--- src/rtl/nand_cmd_addr_seq.sv ---
module nand_cmd_addr_seq #(
  parameter int TIMER_W = 4,
  parameter int WE_LOW = 2,
  parameter int WE_HIGH = 2,
  parameter logic [7:0] CMD_PTR_LO = 8'h00,
  parameter logic [7:0] CMD_PTR_HI = 8'h01,
  parameter logic [7:0] CMD_PROG = 8'h80,
  parameter logic [7:0] CMD_ERASE = 8'h60
) (
  input  logic        clk,
  input  logic        rst_n,
  input  logic        start,
  input  logic [1:0]  op,
  input  logic [26:0] addr,
  output logic        cle,
  output logic        ale,
  output logic        ce_n,
  output logic        we_n,
  output logic        re_n,
  output logic        wp_n,
  output logic [7:0]  io_out,
  output logic [7:0]  io_oe,
  output logic        done
);
  localparam logic [1:0] OP_READ = 2'd0;
  localparam logic [1:0] OP_PROG = 2'd1;
  localparam logic [1:0] OP_ERASE = 2'd2;
  localparam logic [TIMER_W-1:0] LO_LOAD = TIMER_W'(WE_LOW - 1);
  localparam logic [TIMER_W-1:0] HI_LOAD = TIMER_W'(WE_HIGH - 1);

  typedef enum logic [1:0] {S_IDLE, S_LO, S_HI} st_t;

  st_t st;
  logic [TIMER_W-1:0] tmr;
  logic [2:0] step;
  logic [1:0] op_q;
  logic [26:0] a_q;
  logic is_cmd;
  logic [7:0] byte_now;
  logic [2:0] last_step;
  logic [7:0] ab [4];

  wire active = (st != S_IDLE);
  wire [7:0] ptr_cmd = a_q[8] ? CMD_PTR_HI : CMD_PTR_LO;

  assign ab[0] = a_q[7:0];
  assign ab[1] = a_q[16:9];
  assign ab[2] = a_q[24:17];
  assign ab[3] = {6'b0, a_q[26:25]};

  always_comb begin
    is_cmd = 1'b0;
    byte_now = 8'h00;
    last_step = 3'd4;
    case (op_q)
      OP_PROG: begin
        last_step = 3'd5;
        case (step)
          3'd0: begin is_cmd = 1'b1; byte_now = ptr_cmd; end
          3'd1: begin is_cmd = 1'b1; byte_now = CMD_PROG; end
          3'd2: byte_now = ab[0];
          3'd3: byte_now = ab[1];
          3'd4: byte_now = ab[2];
          default: byte_now = ab[3];
        endcase
      end
      OP_ERASE: begin
        last_step = 3'd3;
        case (step)
          3'd0: begin is_cmd = 1'b1; byte_now = CMD_ERASE; end
          3'd1: byte_now = ab[1];
          3'd2: byte_now = ab[2];
          default: byte_now = ab[3];
        endcase
      end
      default: begin
        case (step)
          3'd0: begin is_cmd = 1'b1; byte_now = ptr_cmd; end
          3'd1: byte_now = ab[0];
          3'd2: byte_now = ab[1];
          3'd3: byte_now = ab[2];
          default: byte_now = ab[3];
        endcase
      end
    endcase
  end

  always_ff @(posedge clk or negedge rst_n) begin
    if (!rst_n) begin
      st <= S_IDLE;
      tmr <= '0;
      step <= '0;
      op_q <= OP_READ;
      a_q <= '0;
      done <= 1'b0;
    end else begin
      done <= 1'b0;
      case (st)
        S_IDLE: if (start && op != 2'd3) begin
          st <= S_LO;
          tmr <= LO_LOAD;
          step <= '0;
          op_q <= op;
          a_q <= addr;
        end
        S_LO: if (tmr == '0) begin
          st <= S_HI;
          tmr <= HI_LOAD;
        end else tmr <= tmr - 1'b1;
        S_HI: if (tmr != '0) tmr <= tmr - 1'b1;
        else if (step == last_step) begin
          st <= S_IDLE;
          done <= 1'b1;
        end else begin
          st <= S_LO;
          tmr <= LO_LOAD;
          step <= step + 1'b1;
        end
        default: st <= S_IDLE;
      endcase
    end
  end

  assign ce_n = !active;
  assign we_n = (st != S_LO);
  assign re_n = 1'b1;
  assign cle = active && is_cmd;
  assign ale = active && !is_cmd;
  assign io_out = active ? byte_now : 8'h00;
  assign io_oe = {8{active}};
  assign wp_n = active && (op_q == OP_PROG || op_q == OP_ERASE);
endmodule

--- config.mk ---
export PLATFORM = sky130hd
export DESIGN_NAME = nand_cmd_addr_seq
export DESIGN_NICKNAME = d
export VERILOG_FILES = /design/src/rtl/nand_cmd_addr_seq.sv
export SDC_FILE = /design/constraint.sdc
export NUM_CORES = 1
export LEC_CHECK = 0
export ABC_CLOCK_PERIOD_IN_PS = 2400
export BUFFER_PORTS_ARGS = -buffer_cell sky130_fd_sc_hd__buf_2
export CAP_MARGIN = 20
export CORE_ASPECT_RATIO = 1.75
export CORE_UTILIZATION = 38
export CTS_BUF_LIST = sky130_fd_sc_hd__clkbuf_8 sky130_fd_sc_hd__clkbuf_16
export DETAILED_ROUTE_END_ITERATION = 7
export SETUP_SLACK_MARGIN = 0.05
export SYNTH_ARGS = -nofsm -noshare
export SYNTH_HDL_FRONTEND = slang
export SYNTH_SLANG_ARGS = --single-unit
export TNS_END_PERCENT = 10
--- constraint.sdc ---
create_clock -name clk -period 2.4 [get_ports clk]
set_input_delay 0 -clock clk [delete_from_list [all_inputs] [get_ports clk]]
set_output_delay 0 -clock clk [all_outputs]
set_load 0.05 [all_outputs]
## After elaboration in Yosys (flattened, before gate mapping)

Cells that the tools add are included.
Widths: inputs -> output; s select.

| cells by class | value |
|---|---|
| add/subtract/negate cells | 2 |
| eq/ne operators | 16 |
| mux-type cells | 27 |
| reductions and logical operators | 19 |

Operators with widths:

| kind | count |
|---|---|
| $pmux 8 s5 | 1 |
| $pmux 8 s4 | 1 |
| $pmux 8 s3 | 1 |
| $mux 4 | 4 |
| $pmux 8 s2 | 1 |
| $pmux 3 s2 | 2 |
| $pmux 4 s3 | 1 |
| $ne 2x2->1 const B | 5 |
| $mux 3 | 3 |
| $mux 1 | 8 |
| $mux 8 | 1 |
| $eq 3x2->1 const B | 2 |
| $mux 2 | 3 |
| $pmux 2 s3 | 1 |
| $reduce_and 3->1 | 2 |
| $eq 2x1->1 const B | 2 |
| $eq 2x2->1 const B | 2 |
| $logic_and 1x1->1 | 4 |
| $logic_not 4->1 | 1 |
| $reduce_and 4->1 | 1 |
| $reduce_bool 2->1 | 2 |
| $reduce_bool 4->1 | 1 |
| $sub 4x1->4 const B | 1 |
| $add 3x1->3 const B | 1 |
| 12 further kinds | 13 |

| storage, ports and cells | value |
|---|---|
| register bits after elaboration | 39 |
| output and inout port bits | 23 |
| word-level logic and storage cells | 70 |

## Longest topological paths before layout

| depth | value |
|---|---|
| word-level depth | 6 |
| depth in mapped cells | 9 |
| depth with buffers taken out | 6 |

## Least setup slack after synthesis

OpenSTA, ideal clock, no wires.

| timing path | value |
|---|---|
| kind | register to output |
| start point | register st[0] |
| end point | output port io_out[6] |
| arrival | 2471 ps |
| required time | 2400 ps |
| path slack | -71 ps |
| stages on the path, launching flop included | 6 |
| buffers on the path | 1 |
| path through | dfrtp_1 -> inv_1 -> ha_1 -> buf_2 -> nor2_1 -> o22a_1 |

| on the way | value |
|---|---|
| longest elaborated chain between the ends | 2 |

RTL lines:

| what | RTL line | text |
|---|---|---|
| from (decl) | 33 | `st_t st;` |
| from (signal assigned) | 90 | `st <= S_IDLE;` |
| from (signal assigned) | 100 | `st <= S_LO;` |
| from (signal assigned) | 107 | `st <= S_HI;` |
| $reduce_bool 2->1 | 43 | `wire active = (st != S_IDLE);` |
| $mux 8 | 129 | `assign io_out = active ? byte_now : 8'h00;` |
| to (decl) | 21 | `output logic [7:0] io_out,` |

No other way between the ends.

## Worst setup path after layout

| timing path | value |
|---|---|
| start point | register step[1] |
| end point | output port io_out[7] |

| on the way | value |
|---|---|
| longest elaborated chain between the ends | 4 |

RTL lines:

| what | RTL line | text |
|---|---|---|
| from (decl) | 35 | `logic [2:0] step;` |
| from (signal assigned) | 117 | `step <= step + 1'b1;` |
| $eq 3x3->1, or another cell as far along | 58 | `case (step)` |
| $pmux 8 s5, or another cell as far along | 58 |  |
| $pmux 8 s2 * | 55 | `case (op_q)` |
| $mux 8 * | 129 |  |

Mark *: on every way between the ends. The rest lies on a longest branch, timed or not.

==> flow_summary.toml <==
[worst_setup_path]
critPathMaxFanout = 17
crit_arrival_ns = 2.33
r2r-end = "step[1]"
critPathTopFamily = "compound AO/OA/AOI/OAI gates"
path_common_cell = "buf_4"
critPathMaxStageDelay_ns = 0.41
cp-start-kind = "flip-flop"
ff2ff_setup_slack_ns = 0.42
critPathKind = "reg2out"
required_ns = 2.40
end_kind = "output pin"
crit_path_start = "step[1]"
path_cells = "buf_4, ha_1, ha_4, buf_4, a221oi_1, a21oi_1, o22a_1, buf_2"
r2r_start = "op_q[0]"
reg2reg_depth = 5
worst-path-buf-inv = 3
cpMaxStageDelayCell = "dfrtp_1"

[logic_synthesis]
synthFlopType = "dfrtp_1"
synthCells = 245
synth_area_mm2 = 0.00258
synth_compound_area_share_pct = 24.1
syn_area_per_cell_um2 = 10.5
async_flop_share_pct = 100
synth-edff-count = 0
synthTopCellsByArea = "dfrtp_1, mux2_2, ha_1"
synth_top_cell_area_share_pct = 37.8
synth_cell_types = 52
yosys.area_share.simple_pct = 8.48
yosysTopAreaCell = "dfrtp_1"
synth-seq-area-share_pct = 37.8
synth_xor_area_share_pct = 1.02
synthMuxAreaShare_pct = 13.5
ys_ff_latch = 39
synth_top_family_by_area = "compound AO/OA/AOI/OAI gates"
synthesis.nets = 290
synthAdderAreaFrac_pct = 6.30
yosysWarnings = 0

[cts]
clk_path_buf_depth = 2
htree_levels = 2
cts_root_buffer = "clkbuf_16"
path_clk_slew_ns = 0.06
clock_latency_ns = 0.28
cts_sinks = 39
cts_tree = "yes"
numCtsBuffers = 5

[global_route]
grt_antenna_before_repair = 0
grt_first_pass_wirelength_um = 10900
gr-total-overflow = 0
grt_pass1_vias = 2411
grtUsageTotal_pct = 19.9
grt_max_degree = 40

[timing]
hold_violations = 0
setup_tns_ns = 0
maxSlewHeadroom_pct = 39.6
fmax_ghz = 0.430
rsz0062_at_grt = "false"
fin_crit_sh_pct = 96.9
worst_pin_slew_ns = 0.906
period_minus_slack_ns = 2.33
skew_ns = 0.00691
setup_violations = 0
slew_viol_final = 0

[place]
placement.io_buffers = 53
place_area_mm2 = 0.00288
place_inst = 365
dp_hpwl_um = 4680
gp_congestion = 0.802

[die]
die_h_um = 111
rows = 39
die_area_mm2 = 0.00714
core_mm2 = 0.00654
start_util_pct = 39.5
die_w_um = 64.3
pin_count = 55

[routing]
drc_errors = 0
wl_per_cell_um = 16.7
first_pass_iters = 8
wl_um = 6870
post_drt_via_cell_ratio = 5.75
vias = 2365
drtAntennaViolNets = 0
drt_iter0_markers = 232

[run_status]
outcome = "completed"

[cells_and_area]
fin_area_mm2 = 0.00351
antenna_cells = 0
syn_to_final_growth_pct = 35.8
nets = 373
instances_no_fill = 411
drive_above_1_share_pct = 39.5

[worst_hold_path]
holdPathStages = 5
holdPathEnd = "step[2]"
hold_start = "start"
holdCritPathClass = "in2reg"

[run]
maxCapViolCount = 0
==> cell usage after synthesis, types with 3 or more instances <==
master / number
ha_1: 13
a21oi_1: 6
nand2_1: 7
mux2_2: 30
a311oi_1: 4
o22ai_1: 6
nor2_1: 7
inv_1: 14
o31ai_1: 5
buf_4: 10
nor3_1: 7
o21ai_0: 4
a221oi_1: 3
a22oi_1: 7
o22a_1: 6
clkbuf_1: 6
buf_2: 10
a222oi_1: 15
a21boi_0: 3
dfrtp_1: 39
==> layer usage <==
metal  vias up  GRT usage, %  wire [µm]
li1       1102             -          -
met1      1176          21.1       2590
met2        73          36.4       3870
met3        14          3.40        242
met4         0          9.93        165
met5         -             0          0
==> flip-flops by register name, indices dropped and copies added (netlist names) <==
name,cells
st,2
tmr,4
op_q,2
step,3
done,1
a_q,27
==> worst reg2reg max path, stage by stage, from the launching register on <==
cell and delay, ns:
dfrtp_1 0.37, inv_1 0.07, ha_1 0.41, xnor2_1 0.18
or3_1 0.48, o311ai_0 0.35
==> logic make-up after synthesis <==
kind of cell	count (synthesis)
buffers and inverters	42
flip-flops	39
AO/OA/AOI/OAI	77
XOR/XNOR	3
AND/OR/NAND/NOR	39
adder cells (fa/ha/maj)	13
other	1
multiplexers	31
==> worst max-delay path by stage <==
stage                     end  slack (ns)  cells after the start
floorplan                 cle        0.08                      5
global placement    io_out[1]        0.24                      7
detailed placement  io_out[0]        0.18                      7
CTS                 io_out[0]        0.05                      8
global route        io_out[7]        0.03                      8
finish              io_out[7]        0.07                      8
==> through the flow <==
stage	hold slack, ns	worst slack, ns	util [%]
floorplan	-0.296	0.0802	-
global placement	0.186	0.242	44.0
finish	0.372	0.0737	53.6
CTS	0.367	0.0538	51.8
global route	0.411	0.0281	53.6
detailed placement	0.198	0.181	44.0
==> final cells by class <==
class,instances,area [µm²]
clock buffer,6,139
fill,607,3030
timing repair buffer,103,728
clock inverter,2,35.0
sequential,39,977
inverter,14,52.6
tap,82,103
multi-input combinational,165,1470
==> timing repair <==
action,CTS,global route
gates cloned,0,1
buffers inserted,2,5
resized for setup,8,14
hold buffers,30,0
endpoints found under the hold margin,68,0
pin swaps,0,4
setup endpoints to repair,8,8
==> placed cells by master, fill, tap and decap left out, drive strengths merged, types with 2 or more instances in the layout <==
master / instances
xnor2: 2
nor3b: 2
a21oi: 7
mux2: 30
o31a: 2
ha: 13
o21ai: 4
nor3: 7
inv: 14
nor2: 7
nand3b: 2
dfrtp: 39
a2111oi: 2
o21a: 2
buf: 73
a222oi: 15
nand2: 7
o22a: 6
dlygate4sd3: 30
o311ai: 2
a22o: 2
a22oi: 7
nand2b: 2
nor2b: 2
o31ai: 6
clkbuf: 6
a21boi: 3
a221oi: 3
or3: 3
a21o: 2
a311oi: 4
o22ai: 6
Power is not shown: default switching activity piles up to over one toggle a cycle in this logic, so the estimate is an artifact.
